<file path="config.mk">
export PLATFORM = sky130hd
export DESIGN_NAME = sextant_majority_trigger
export DESIGN_NICKNAME = d
export VERILOG_FILES = /design/src/rtl/smt_pkg.sv /design/src/rtl/smt_chamber_cmp.sv /design/src/rtl/smt_sextant_vote.sv /design/src/rtl/smt_sat_counter.sv /design/src/rtl/sextant_majority_trigger.sv
export SDC_FILE = /design/constraint.sdc
export NUM_CORES = 1
export LEC_CHECK = 0
export BUFFER_PORTS_ARGS = -buffer_cell sky130_fd_sc_hd__buf_2
export CAP_MARGIN = 10
export CORE_UTILIZATION = 60
export DETAILED_ROUTE_END_ITERATION = 12
export HOLD_SLACK_MARGIN = 0.12
export MAX_ROUTING_LAYER = met4
export PLACE_DENSITY = 0.92
export RECOVER_POWER = 25
export SLEW_MARGIN = 20
export SYNTH_ARGS = -nofsm -noshare
export SYNTH_HDL_FRONTEND = slang
export SYNTH_SLANG_ARGS = --single-unit
</file>
<file path="constraint.sdc">
create_clock -name clk -period 7.7 [get_ports clk]
set_input_delay 0.385 -clock clk [delete_from_list [all_inputs] [get_ports clk]]
set_output_delay 0.385 -clock clk [all_outputs]
set_load 0.02 [all_outputs]
</file>
<file path="src/rtl/smt_pkg.sv">
package smt_pkg;
  localparam int unsigned SEXTANTS_DEF = 6;
  localparam int unsigned PLANES_DEF   = 5;
  localparam int unsigned MULT_W_DEF   = 4;
  localparam int unsigned SCALER_W_DEF = 32;

  // decoded form of the majority setting
  typedef enum logic [1:0] {
    VOTE_AT_LEAST = 2'd0,
    VOTE_DISABLED = 2'd1
  } vote_mode_e;
endpackage

</file>
<file path="src/rtl/smt_chamber_cmp.sv">
module smt_chamber_cmp #(
  parameter int unsigned N_CH   = 30,
  parameter int unsigned MULT_W = 4
) (
  input  logic [N_CH*MULT_W-1:0] mult,
  input  logic [MULT_W-1:0]      thresh,
  output logic [N_CH-1:0]        hits
);
  for (genvar c = 0; c < N_CH; c++) begin : g_ch
    // strict comparison: equal to threshold is not a hit
    assign hits[c] = mult[c*MULT_W +: MULT_W] > thresh;
  end
endmodule

</file>
<file path="src/rtl/smt_sextant_vote.sv">
module smt_sextant_vote #(
  parameter int unsigned N_PLANE = 5,
  parameter int unsigned MAJ_W   = 3
) (
  input  logic [N_PLANE-1:0] hits,
  input  logic [MAJ_W-1:0]   need,
  input  smt_pkg::vote_mode_e mode,
  output logic               fire
);
  logic [MAJ_W-1:0] tally;

  always_comb begin
    tally = '0;
    for (int p = 0; p < N_PLANE; p++) begin
      tally = tally + MAJ_W'(hits[p]);
    end
    fire = (mode == smt_pkg::VOTE_AT_LEAST) && (tally >= need);
  end
endmodule

</file>
<file path="src/rtl/smt_sat_counter.sv">
module smt_sat_counter #(
  parameter int unsigned W = 32
) (
  input  logic         clk,
  input  logic         rst_n,
  input  logic         clr,
  input  logic         inc,
  output logic [W-1:0] count
);
  always_ff @(posedge clk) begin
    if (!rst_n || clr) begin
      count <= '0;
    end else if (inc && (count != {W{1'b1}})) begin
      count <= count + 1'b1;
    end
  end
endmodule

</file>
<file path="src/rtl/sextant_majority_trigger.sv">
module sextant_majority_trigger #(
  parameter int unsigned N_SEXT  = smt_pkg::SEXTANTS_DEF,
  parameter int unsigned N_PLANE = smt_pkg::PLANES_DEF,
  parameter int unsigned MULT_W  = smt_pkg::MULT_W_DEF,
  parameter int unsigned CNT_W   = smt_pkg::SCALER_W_DEF,
  localparam int unsigned N_CH   = N_SEXT * N_PLANE,
  localparam int unsigned MAJ_W  = $clog2(N_PLANE + 2)
) (
  input  logic                     clk,
  input  logic                     rst_n,
  input  logic                     in_valid,
  output logic                     in_ready,
  input  logic [N_CH*MULT_W-1:0]   in_mult,
  input  logic [MULT_W-1:0]        thresh,
  input  logic [MAJ_W-1:0]         maj_sel,
  output logic                     out_valid,
  input  logic                     out_ready,
  output logic [N_CH-1:0]          out_chamber,
  output logic [N_SEXT-1:0]        out_sext,
  output logic                     out_trig,
  input  logic                     scaler_clr,
  output logic [N_SEXT*CNT_W-1:0]  scaler_sext,
  output logic [CNT_W-1:0]         scaler_trig
);
  import smt_pkg::*;

  // global advance: the pipeline moves unless the output beat is stuck
  logic advance;
  logic accept;
  logic deliver;

  assign advance  = !out_valid || out_ready;
  assign in_ready = advance;
  assign accept   = in_valid && advance;
  assign deliver  = out_valid && out_ready;

  // ---------------- stage 1: threshold compare, config capture
  logic [N_CH-1:0] hits_c;
  logic [MAJ_W-1:0] need_c;
  vote_mode_e       mode_c;

  smt_chamber_cmp #(.N_CH(N_CH), .MULT_W(MULT_W)) u_cmp (
    .mult   (in_mult),
    .thresh (thresh),
    .hits   (hits_c)
  );

  always_comb begin
    need_c = (maj_sel == '0) ? MAJ_W'(1) : maj_sel;
    mode_c = (maj_sel > MAJ_W'(N_PLANE)) ? VOTE_DISABLED : VOTE_AT_LEAST;
  end

  logic             s1_valid;
  logic [N_CH-1:0]  s1_hits;
  logic [MAJ_W-1:0] s1_need;
  vote_mode_e       s1_mode;

  always_ff @(posedge clk) begin
    if (!rst_n) begin
      s1_valid <= 1'b0;
      s1_hits  <= '0;
      s1_need  <= MAJ_W'(1);
      s1_mode  <= VOTE_DISABLED;
    end else if (advance) begin
      s1_valid <= in_valid;
      if (accept) begin
        s1_hits <= hits_c;
        s1_need <= need_c;
        s1_mode <= mode_c;
      end
    end
  end

  // ---------------- stage 2: majority vote per sextant
  logic [N_SEXT-1:0] fire_c;

  for (genvar s = 0; s < N_SEXT; s++) begin : g_sext
    smt_sextant_vote #(.N_PLANE(N_PLANE), .MAJ_W(MAJ_W)) u_vote (
      .hits (s1_hits[s*N_PLANE +: N_PLANE]),
      .need (s1_need),
      .mode (s1_mode),
      .fire (fire_c[s])
    );
  end

  always_ff @(posedge clk) begin
    if (!rst_n) begin
      out_valid   <= 1'b0;
      out_chamber <= '0;
      out_sext    <= '0;
      out_trig    <= 1'b0;
    end else if (advance) begin
      out_valid <= s1_valid;
      if (s1_valid) begin
        out_chamber <= s1_hits;
        out_sext    <= fire_c;
        out_trig    <= |fire_c;
      end
    end
  end

  // ---------------- scalers, counting delivered beats
  for (genvar s = 0; s < N_SEXT; s++) begin : g_scl
    smt_sat_counter #(.W(CNT_W)) u_cnt (
      .clk   (clk),
      .rst_n (rst_n),
      .clr   (scaler_clr),
      .inc   (deliver && out_sext[s]),
      .count (scaler_sext[s*CNT_W +: CNT_W])
    );
  end

  smt_sat_counter #(.W(CNT_W)) u_cnt_trig (
    .clk   (clk),
    .rst_n (rst_n),
    .clr   (scaler_clr),
    .inc   (deliver && out_trig),
    .count (scaler_trig)
  );
endmodule

</file>
After elaboration in Yosys (flattened, before gate mapping)
Index checks and enable logic that the tools add are counted.
{"block": "totals", "register_bits": 298, "inputBits": 132, "output_inout_bits": 263, "elab_cells": 123}
{"block": "classes", "add_sub_neg": 31, "n_lt_le_gt_ge": 37, "eq_ne": 7, "mux": 2, "n_reduce_logical": 31}
{"cell": "adder 32 x 1 -> 32 bit, second input constant", "count": 7}
{"cell": "!= test 32 bit, second input constant", "count": 7}
{"cell": "greater-than comparator 4 bit", "count": 30}
{"cell": "adder 3 x 1 -> 3 bit", "count": 18}
{"cell": "logical AND 1 bit", "count": 22}
{"cell": ">= comparator 3 bit", "count": 6}
{"cell": "adder 1 x 1 -> 2 bit", "count": 6}
{"cell": "OR reduction 6 bit", "count": 1}
{"cell": "AND reduction 2 bit", "count": 2}
{"cell": "greater-than comparator 3 bit, second input constant", "count": 1}
{"cell": "zero test 3 bit", "count": 1}
{"cell": "2-to-1 mux 3 bit", "count": 1}
{"cell": "zero test 1 bit", "count": 2}
{"cell": "zero test 2 bit", "count": 1}
{"cell": "logical OR 1 bit", "count": 2}
{"cell": "2-to-1 mux 1 bit", "count": 1}

Logic depth before layout (Yosys ltp)
Gate-level depths: netlist of run 1.
{"block": "logic_depth", "depth_word": 7, "mapped_depth": 12, "mapped_depth_nobuf": 12}

Cells and area by module
A second synthesis of run 1 with hierarchy kept.
{"block": "unflattened", "hier_cells": 2147, "hier_area_um2": 18134.9}
{"mod": "smt_sat_counter", "n_inst": 7, "cells_each": 195, "area_each_um2": 1667.8, "seq_area_each_um2": 640.6}
{"mod": "sextant_majority_trigger", "n_inst": 1, "cells_each": 343, "area_each_um2": 2966.6, "seq_area_each_um2": 1461.4}
{"mod": "smt_chamber_cmp", "n_inst": 1, "cells_each": 331, "area_each_um2": 2600.0, "seq_area_each_um2": 0.0}
{"mod": "smt_sextant_vote", "n_inst": 6, "cells_each": 18, "area_each_um2": 148.9, "seq_area_each_um2": 0.0}

Worst setup path after synthesis of run 1
Ideal clock, no wire load.
{"block": "synth_path", "path_type": "register to register", "startpoint": "register s1_hits[25]", "endpoint": "register out_trig", "setup_time_ns": 0.120, "t_arrival_ns": 2.634, "required_time_ns": 7.580, "setup_slack_ns": 4.947, "path_stages_with_launch": 12, "path_buffers": 0, "synth_period_minus_slack_ns": 2.753, "cell_sequence": "dfxtp_1 ha_1 inv_1 fa_1 inv_1 ha_1 fa_1 ha_1 a21o_1 a21oi_1 a21oi_1 o31a_1"}
{"block": "synth_between", "elab_chain_len": 7}
{"element": "from (decl)", "line": "sextant_majority_trigger.sv:54", "rtl": "logic [N_CH-1:0] s1_hits;"}
{"element": "from (signal assigned)", "line": "sextant_majority_trigger.sv:67", "rtl": "s1_hits <= hits_c;"}
{"element": "adder 1 x 1 -> 2 bit", "line": "smt_sextant_vote.sv:15", "rtl": "tally = tally + MAJ_W'(hits[p]);"}
{"element": "adder 3 x 1 -> 3 bit (3 in a row)", "line": "smt_sextant_vote.sv:15"}
{"element": ">= comparator 3 bit", "line": "smt_sextant_vote.sv:17", "rtl": "fire = (mode == smt_pkg::VOTE_AT_LEAST) && (tally >= need);"}
{"element": "logical AND 1 bit", "line": "smt_sextant_vote.sv:17"}
{"element": "OR reduction 6 bit", "line": "sextant_majority_trigger.sv:97", "rtl": "out_trig <= |fire_c;"}
{"element": "to (signal assigned)", "line": "sextant_majority_trigger.sv:97"}
{"element": "to (decl)", "line": "sextant_majority_trigger.sv:20", "rtl": "output logic out_trig,"}
No other way between the ends.
A chain may end at the register's enable or synchronous reset.

Final worst setup path of run 1
{"block": "layout_path", "startpoint": "register s1_hits[6]", "endpoint": "register out_trig"}
Same word-level chain as after synthesis.

==> results.cfg, run 1 <==
[critical_path]
r2r_slack_ns = 4.70
crit_fanout = 3
reg2reg_to = out_trig$_SDFFE_PN0P_
timing.setup.critical_path_class = register to register
timing.reg2reg.worst_path_depth = 11
start_kind = register
cp-end-kind = register
timing.critical_path.required_ns = 8.13
timing.critical_path.arrival_ns = 3.43
rr_startpoint = s1_hits[6]$_SDFFE_PN0P_

[run_status]
run_status = finished, final reports clean

[clock_network]
cts_h_tree_lvls = 1
cts_sinks = 297
cts_repair_resize_count = 0
cts-buffers-inserted = 30
cts-root-to-sink-buffers = 3
cts_tree = yes
cts_post_setup_buffers_inserted = 0
cts_hold_repair.buffers = 3
clock_latency_ns = 0.55
cts-root-buf = sky130_fd_sc_hd__clkbuf_16
clk_pin_slew_ns = 0.06

[grt]
grt.total_usage_pct = 33.2
global_route.overflow_total = 0
grt_start_max_net_pins = 105
antenna_found_initial = 0
grt_pass1_vias = 17155
grt_pass1_wl_mm = 81.7

[synthesis]
synth_ff_type = sky130_fd_sc_hd__dfxtp_1
syn-num-nets = 2387
synth_top_cell_area_share_pct = 34.0
count_of_flip_flops_with_a_built_in_enable_after_synthesis = 0
yosysSeqAreaShare_pct = 34.0
post_synth_num_cell_types = 59
syn_area_per_cell_um2 = 8.38
ys_ff_latch = 297
synth_top_cell_by_area = sky130_fd_sc_hd__dfxtp_1
synth_async_sr_flop_share_pct = 0
postSynthCellCount = 2086
yosys_warnings = 0
post_synthesis_instance_area_mm2 = 0.0175
post_synth_main_area_contributors = sky130_fd_sc_hd__dfxtp_1 34%, sky130_fd_sc_hd__ha_1 11%, sky130_fd_sc_hd__nand2_1 5.6%, sky130_fd_sc_hd__a21oi_1 3.3%, sky130_fd_sc_hd__o21ai_0 3.0%

[drt]
route.antenna.remaining_nets = 0
routed_wirelength_mm = 50.1
dr.pass1.iters = 6
post-route-drc-count = 0
vias_per_cell = 6.21
num_vias = 17636
drt-initial-drc-count = 1415
post_drt_wl_per_cell_um = 17.7

[floorplan]
die_height_um = 173
die_x_um = 173
core_area_mm2 = 0.0287
die-area_mm2 = 0.0298
ioPinCount = 395
initial_utilization_pct = 60.9
fp-row-count = 62

[worst_hold_path]
worst_hold_startpoint = scaler_clr
hold_path_class = primary input to register
min_to = g_scl[5].u_cnt.count[9]$_SDFFE_PP0P_
hold_path_depth = 4

[place]
gp_routability_congestion = 0.927
hpwl_mm = 36.0
io_buffer_count = 394
dp_slack_ns = 4.33

[power_and_ir_drop]
static-leakage-power_nw = 7.93
power.ir.vdd_worst_v = 0.000152
power_per_cell_area_mw_per_mm2 = 168

[sta]
rsz0062_at_grt = no
setup-tns-final_ns = 0
fmax_mhz = 333
timing.slew.headroom_pct = 23.9
layout_setup_ws_ns = 4.70
worst-slew-pin-transition_ns = 1.13
clock_skew_ns = 0.0139
maxSlewViolCount = 0
setup_viol = 0
finalWorstPathRequiredPeriod_ns = 3.00
final.period_utilization_pct = 39.0
report.final.hold_viol_count = 0

[finish]
fin_nets = 2735
drive_gt1_share_pct = 14.2
n_fill_cell = 2220
areaGrowthSynthToFinish_pct = 17.8
register_area_mm2 = 0.00595
diodes = 0
multi_input_area_mm2 = 0.0108

[job]
max-cap-violations = 0
[cell usage after synthesis, types with 45 or more instances]
cell                       count
sky130_fd_sc_hd__dfxtp_1     297
sky130_fd_sc_hd__or3_1        70
sky130_fd_sc_hd__clkbuf_1     80
sky130_fd_sc_hd__xnor2_1      45
sky130_fd_sc_hd__o21ai_0     105
sky130_fd_sc_hd__nand4_1      56
sky130_fd_sc_hd__inv_1        95
sky130_fd_sc_hd__a21boi_0     63
sky130_fd_sc_hd__nand3_1      83
sky130_fd_sc_hd__ha_1        157
sky130_fd_sc_hd__nor2_1       96
sky130_fd_sc_hd__a21oi_1     115
sky130_fd_sc_hd__nand2_1     260
sky130_fd_sc_hd__or4_1        46
sky130_fd_sc_hd__o21a_1       65
[worst max-delay path, stage by stage (launching register included)]
cell                       delay [ns]
sky130_fd_sc_hd__dfxtp_1         0.33
sky130_fd_sc_hd__ha_1            0.27
sky130_fd_sc_hd__inv_1           0.04
sky130_fd_sc_hd__fa_1            0.47
sky130_fd_sc_hd__inv_1           0.05
sky130_fd_sc_hd__ha_1            0.19
sky130_fd_sc_hd__fa_1            0.44
sky130_fd_sc_hd__ha_1            0.28
sky130_fd_sc_hd__a21o_1          0.15
sky130_fd_sc_hd__a21oi_1         0.29
sky130_fd_sc_hd__o211ai_1        0.14
sky130_fd_sc_hd__o31a_1          0.24
[power breakdown]
group / internal [mW] / switching (mW)
Clock: 0.893 / 0.616
Sequential: 1.56 / 0.0193
Combinational: 0.166 / 0.217
Total: 2.62 / 0.851
[stage by stage]
step	cell area, um^2	utilization (%)	cells	total power [mW]	hold slack [ns]
2_1_floorplan	17500	-	2086	1.86	0.443
3_3_place_gp	19700	68.6	2782	1.95	0.454
3_5_place_dp	19700	68.6	2782	1.98	0.458
4_1_cts	20700	72.2	2840	3.48	0.148
5_1_grt	20600	71.7	2841	3.61	0.174
6_report	20600	71.7	2841	3.47	0.172
[layout by cell type (no fill, tap or decap), drive strengths merged, types with 11 or more instances in the layout]
| cell type | synthesis | final |
|---|---|---|
| a211oi | 20 | 20 |
| a21boi | 63 | 63 |
| a21oi | 115 | 115 |
| a31oi | 13 | 13 |
| a41o | 11 | 11 |
| a41oi | 31 | 31 |
| and2 | 14 | 14 |
| and3 | 32 | 32 |
| and4 | 28 | 28 |
| buf | 13 | 267 |
| clkbuf | 80 | 181 |
| dfxtp | 297 | 297 |
| fa | 12 | 12 |
| ha | 157 | 157 |
| inv | 95 | 95 |
| mux2i | 37 | 37 |
| nand2 | 260 | 260 |
| nand2b | 41 | 41 |
| nand3 | 83 | 83 |
| nand4 | 57 | 57 |
| nor2 | 96 | 96 |
| nor2b | 32 | 32 |
| nor3 | 17 | 17 |
| nor4 | 41 | 41 |
| o21a | 65 | 65 |
| o21ai | 105 | 105 |
| o31ai | 39 | 39 |
| or3 | 70 | 70 |
| or4 | 46 | 46 |
| xnor2 | 45 | 45 |
[how the worst max path moves through the flow]
stage                                     startpoint                                     to  slack (ns)
global route        u_cnt_trig.count[9]$_SDFFE_PP0P_      u_cnt_trig.count[31]$_SDFFE_PP0P_        4.52
CTS                         s1_hits[20]$_SDFFE_PN0P_                  out_trig$_SDFFE_PN0P_        4.71
detailed placement                             rst_n  g_scl[3].u_cnt.count[28]$_SDFFE_PP0P_        4.33
global placement                               rst_n      u_cnt_trig.count[23]$_SDFFE_PP0P_        4.37
floorplan                   s1_hits[25]$_SDFFE_PN0P_                  out_trig$_SDFFE_PN0P_        4.95
finish                       s1_hits[6]$_SDFFE_PN0P_                  out_trig$_SDFFE_PN0P_        4.70
[state kept, by name (all words and copies together) (netlist names)]
signal,count
g_scl.u_cnt.count,192
u_cnt_trig.count,32
out_chamber,30
s1_hits,30
out_sext,6
s1_need,3
out_trig,1
out_valid,1
s1_mode,1
s1_valid,1
[final cells by class]
| class | count | share of cell area [%] |
|---|---|---|
| Sequential cell | 297 | 28.9 |
| Multi-Input combinational cell | 1601 | 52.7 |
| Clock buffer | 42 | 4.26 |
| Tap cell | 384 | 2.33 |
| Inverter | 95 | 1.73 |
| Timing Repair Buffer | 409 | 9.40 |
| Clock inverter | 13 | 0.723 |
[cells by family (layout without fill, tap and decap cells)]
| logic type | after synthesis | count (layout) | share of synthesized area, % |
|---|---|---|---|
| compound gates | 508 | 508 | 19.4 |
| xor+xnor | 54 | 54 | 2.71 |
| mux | 37 | 37 | 2.12 |
| flops | 297 | 297 | 34.0 |
| simple gates | 833 | 833 | 25.0 |
| fa+ha+maj | 169 | 169 | 12.6 |
| buf+inv | 188 | 559 | 4.14 |
[routing by layer]
| metal | share of wire (%) | GRT usage, % | vias up |
|---|---|---|---|
| li1 | - | - | 8373 |
| met1 | 39 | 37.9 | 8230 |
| met2 | 48 | 57.1 | 833 |
| met3 | 8.0 | 5.19 | 200 |
| met4 | 4.8 | 15.3 | 0 |
| met5 | 0 | - | - |
No activity file was read; power rests on OpenSTA's default activity.
==> run 2, diff against run 1 <==
--- a/config.mk
+++ b/config.mk
@@ -5,13 +5,14 @@
 export SDC_FILE = /design/constraint.sdc
 export NUM_CORES = 1
 export LEC_CHECK = 0
+export ABC_AREA = 1
 export BUFFER_PORTS_ARGS = -buffer_cell sky130_fd_sc_hd__buf_2
 export CAP_MARGIN = 10
-export CORE_UTILIZATION = 60
+export CORE_UTILIZATION = 52
 export DETAILED_ROUTE_END_ITERATION = 12
 export HOLD_SLACK_MARGIN = 0.12
 export MAX_ROUTING_LAYER = met4
-export PLACE_DENSITY = 0.92
+export PLACE_DENSITY = 0.84
 export RECOVER_POWER = 25
 export SLEW_MARGIN = 20
 export SYNTH_ARGS = -nofsm -noshare
==> constraint.sdc (replaced) <==
create_clock -name clk -period 2.5 [get_ports clk]
set_input_delay 0.125 -clock clk [delete_from_list [all_inputs] [get_ports clk]]
set_output_delay 0.125 -clock clk [all_outputs]
set_load 0.02 [all_outputs]
==> run 2 against run 1 <==
  * The run now ends with negative setup slack left
  * Register-to-register slack got worse by 4.9 ns
  * Clock skew decreased by 0.00084 ns
  * Non-clock buffer count increased by 69
  * Total power increased to 3.4 times the previous value
  * Critical path type unchanged
  * Worst hold slack got worse by 0.040 ns
  * Die area increased by 36%
  * Via count increased by 23%
  * Critical endpoint unchanged
  * Maximum frequency increased by 11%
  * Setup slack got worse by 4.9 ns
  * Clock-buffer cell count increased by 7
==> results.cfg, run 2 <==
[finish]
fin_nets = 3892
layout_top_registers = g_scl.u_cnt.count (192), u_cnt_trig.count (32)
largest_reg_flops = 192
drive_gt1_share_pct = 16.5
instances_no_fill = 4134
areaGrowthSynthToFinish_pct = 20.0
diodes = 0
final_cell_mix = 1011 x sky130_fd_sc_hd__nand2_1, 477 x sky130_fd_sc_hd__nor2_1, 286 x sky130_fd_sc_hd__dfxtp_1, 274 x sky130_fd_sc_hd__inv_1, 259 x sky130_fd_sc_hd__buf_2
layout_commonest_cell = sky130_fd_sc_hd__nand2_1
regMostFlops = g_scl.u_cnt.count

[grt]
global_route.overflow_total = 0
grt_pass1_vias = 20172
grt.total_usage_pct = 30.0
grt_start_max_net_pins = 69
antenna_found_initial = 0
grt_pass1_wl_mm = 98.6

[place]
place.detailed.instances = 4032
hpwl_mm = 44.4
gp_routability_congestion = 0.986
io_buffer_count = 394

[critical_path]
worstPathCellList = ha_1, inv_1, fa_1, inv_1, ha_2, fa_2, ha_4, nand3_2, nand3_2, a21oi_2, nand3_1, nor2_1, nor2_1
timing.setup.critical_path_class = register to register
timing.critical_path.required_ns = 2.93
critical_path.n_buffers_inverters = 2
critical-path-max-stage-delay_ns = 0.54
r2r_slack_ns = -0.19
cp-end-kind = register
crit_fanout = 2
start_kind = register
reg2reg_to = out_trig$_SDFFE_PN0P_
critPathLaunch = s1_hits[20]$_SDFFE_PN0P_
worst_path_dominant_cell_family = adder cells
timing.critical_path.arrival_ns = 3.13
timing.reg2reg.worst_path_depth = 13
path_length_in_cells_of_the_critical_path = 13
critPathCapture = out_trig$_SDFFE_PN0P_
slowest_stage = sky130_fd_sc_hd__fa_2
rr_startpoint = s1_hits[20]$_SDFFE_PN0P_

[clock_network]
cts_sinks = 297
cts_tree = yes
cts_h_tree_lvls = 2
cts-root-buf = sky130_fd_sc_hd__clkbuf_16
cts-buffers-inserted = 36
cts-root-to-sink-buffers = 3
clock_latency_ns = 0.54
clk_pin_slew_ns = 0.07

[synthesis]
post_synth_num_cell_types = 35
post_synthesis_instance_area_mm2 = 0.0207
ys_ff_latch = 297
count_of_flip_flops_with_a_built_in_enable_after_synthesis = 0
yosys_warnings = 0
syn_area_per_cell_um2 = 6.56
post_synth_main_area_contributors = sky130_fd_sc_hd__dfxtp_1 29%, sky130_fd_sc_hd__nand2_1 18%, sky130_fd_sc_hd__ha_1 9.5%, sky130_fd_sc_hd__nor2_1 8.7%, sky130_fd_sc_hd__inv_1 5.1%
postSynthCellCount = 3154
netlist_top_cells_count = 1013 x sky130_fd_sc_hd__nand2_1, 479 x sky130_fd_sc_hd__nor2_1, 297 x sky130_fd_sc_hd__dfxtp_1
synth_ff_type = sky130_fd_sc_hd__dfxtp_1
syn-num-nets = 3455
synth_top_cell_area_share_pct = 28.7
synth_top_cell_by_area = sky130_fd_sc_hd__dfxtp_1
synth_most_common_cell = sky130_fd_sc_hd__nand2_1
yosysSeqAreaShare_pct = 28.7
synth_async_sr_flop_share_pct = 0

[drt]
vias_per_cell = 5.23
num_vias = 21631
drt-initial-drc-count = 1259
route.antenna.remaining_nets = 0
dr.pass1.iters = 7
routed_wirelength_mm = 60.1
post_drt_wl_per_cell_um = 14.5
post-route-drc-count = 0

[sta]
rsz0062_at_grt = yes
fmax_mhz = 371
finalWorstPathRequiredPeriod_ns = 2.69
final.period_utilization_pct = 108
maxSlewViolCount = 0
worst-slew-pin-transition_ns = 1.05
timing.slew.headroom_pct = 29.9
final.hold.worst_slack_ns = 0.133
setup_viol = 6
clock_skew_ns = 0.0131
layout_setup_ws_ns = -0.194
report.final.hold_viol_count = 0

[power_and_ir_drop]
power.ir.vdd_worst_v = 0.000349
static-leakage-power_nw = 10.1
power_per_cell_area_mw_per_mm2 = 478

[floorplan]
ioPinCount = 395
fp-row-count = 72
core_area_mm2 = 0.0389
die-area_mm2 = 0.0406
die_height_um = 201
die_x_um = 201
initial_utilization_pct = 53.1

[run_status]
failed_checks = negative setup slack
run_status = complete, but fails checks

[worst_hold_path]
hold_path_class = primary input to register
worst_hold_startpoint = in_mult[5]

[job]
max-cap-violations = 0
## run 2: changes by cell type in the layout (fill, tap and decap cells not counted), moves of 43 or more
cell,previous run,this run
sky130_fd_sc_hd__a21oi_2,0,76
sky130_fd_sc_hd__nor2_1,96,477
sky130_fd_sc_hd__xor2_1,9,63
sky130_fd_sc_hd__nand2_2,1,50
sky130_fd_sc_hd__a21boi_0,63,0
sky130_fd_sc_hd__a21oi_1,115,176
sky130_fd_sc_hd__o21a_1,65,0
sky130_fd_sc_hd__or3_1,70,0
sky130_fd_sc_hd__nand2_1,259,1011
sky130_fd_sc_hd__o21ai_0,105,148
sky130_fd_sc_hd__inv_1,93,274
sky130_fd_sc_hd__or4_1,46,0
## run 2: metrics by stage
step,power (mW),setup slack [ns],TNS [ns],cell area [um^2],util (%)
floorplan,5.89,-0.0919,-0.0919,20700,-
finish,11.9,-0.194,-0.734,24800,63.8
global route,12.4,-0.302,-2.18,24800,63.8
global placement,6.30,-0.221,-0.422,23200,59.5
detailed placement,6.37,-0.260,-0.792,23200,59.5
CTS,11.9,-0.185,-0.583,24900,63.9
## run 2: cells by family (layout without fill, tap and decap cells)
| family | after synthesis | in the layout | synth area share (%) |
|---|---|---|---|
| compound gates | 443 | 443 | 12.4 |
| xor+xnor | 100 | 100 | 4.23 |
| fa+ha+maj | 169 | 169 | 10.7 |
| buf+inv | 366 | 828 | 7.85 |
| flops | 297 | 297 | 28.7 |
| simple gates | 1779 | 1779 | 36.1 |
## run 2: layout make-up
class	instances	area (um^2)
flip-flops and latches	297	5960
fillers	3541	14100
multi-input cells	2491	13300
clock buffers	49	1050
repair buffers	478	2570
inverters	287	1090
well taps	518	648
clock inverters	14	156
## run 2: where the power goes
| group | switching (mW) | internal [mW] |
|---|---|---|
| registers | 0.0683 | 4.83 |
| logic | 0.917 | 0.674 |
| clock network | 2.11 | 3.25 |
## run 2: how the worst min path moves through the flow
stage	endpoint	slack, ns	cells past startpoint
after floorplan	s1_need[0]$_SDFFE_PN1P_	0.27	2
after global placement	s1_need[0]$_SDFFE_PN1P_	0.36	3
after detailed placement	s1_need[0]$_SDFFE_PN1P_	0.36	3
after CTS	s1_hits[23]$_SDFFE_PN0P_	0.12	5
after global routing	s1_hits[23]$_SDFFE_PN0P_	0.17	5
final	s1_hits[1]$_SDFFE_PN0P_	0.13	5
## run 2: worst register-to-register path, delay by kind of cell (launching register included)
| family | cells | cell delay [ns] |
|---|---|---|
| adders and majority gates | 5 | 1.65 |
| and+or+nand+nor | 5 | 0.39 |
| DFF | 1 | 0.31 |
| AOI/OAI and AO/OA | 1 | 0.14 |
| buffers and inverters | 2 | 0.08 |
## run 2: what timing repair did
| action | CTS | global route |
|---|---|---|
| setup buffers | 3 | 1 |
| pin swaps | 17 | 8 |
| resized for setup | 32 | 23 |
| hold endpoints to repair | 22 | 0 |
| hold buffers | 35 | 0 |
| setup endpoints to repair | 7 | 18 |
## run 2: metal layers
metal | share of wire (%) | routed length, um | global-route usage (%) | vias to the layer above
li1 | - | - | - | 10959
met1 | 42 | 25300 | 36.0 | 9821
met2 | 47 | 28100 | 49.9 | 719
met3 | 7.0 | 4200 | 5.15 | 132
met4 | 4.0 | 2410 | 12.0 | 0
met5 | 0 | 0 | - | -
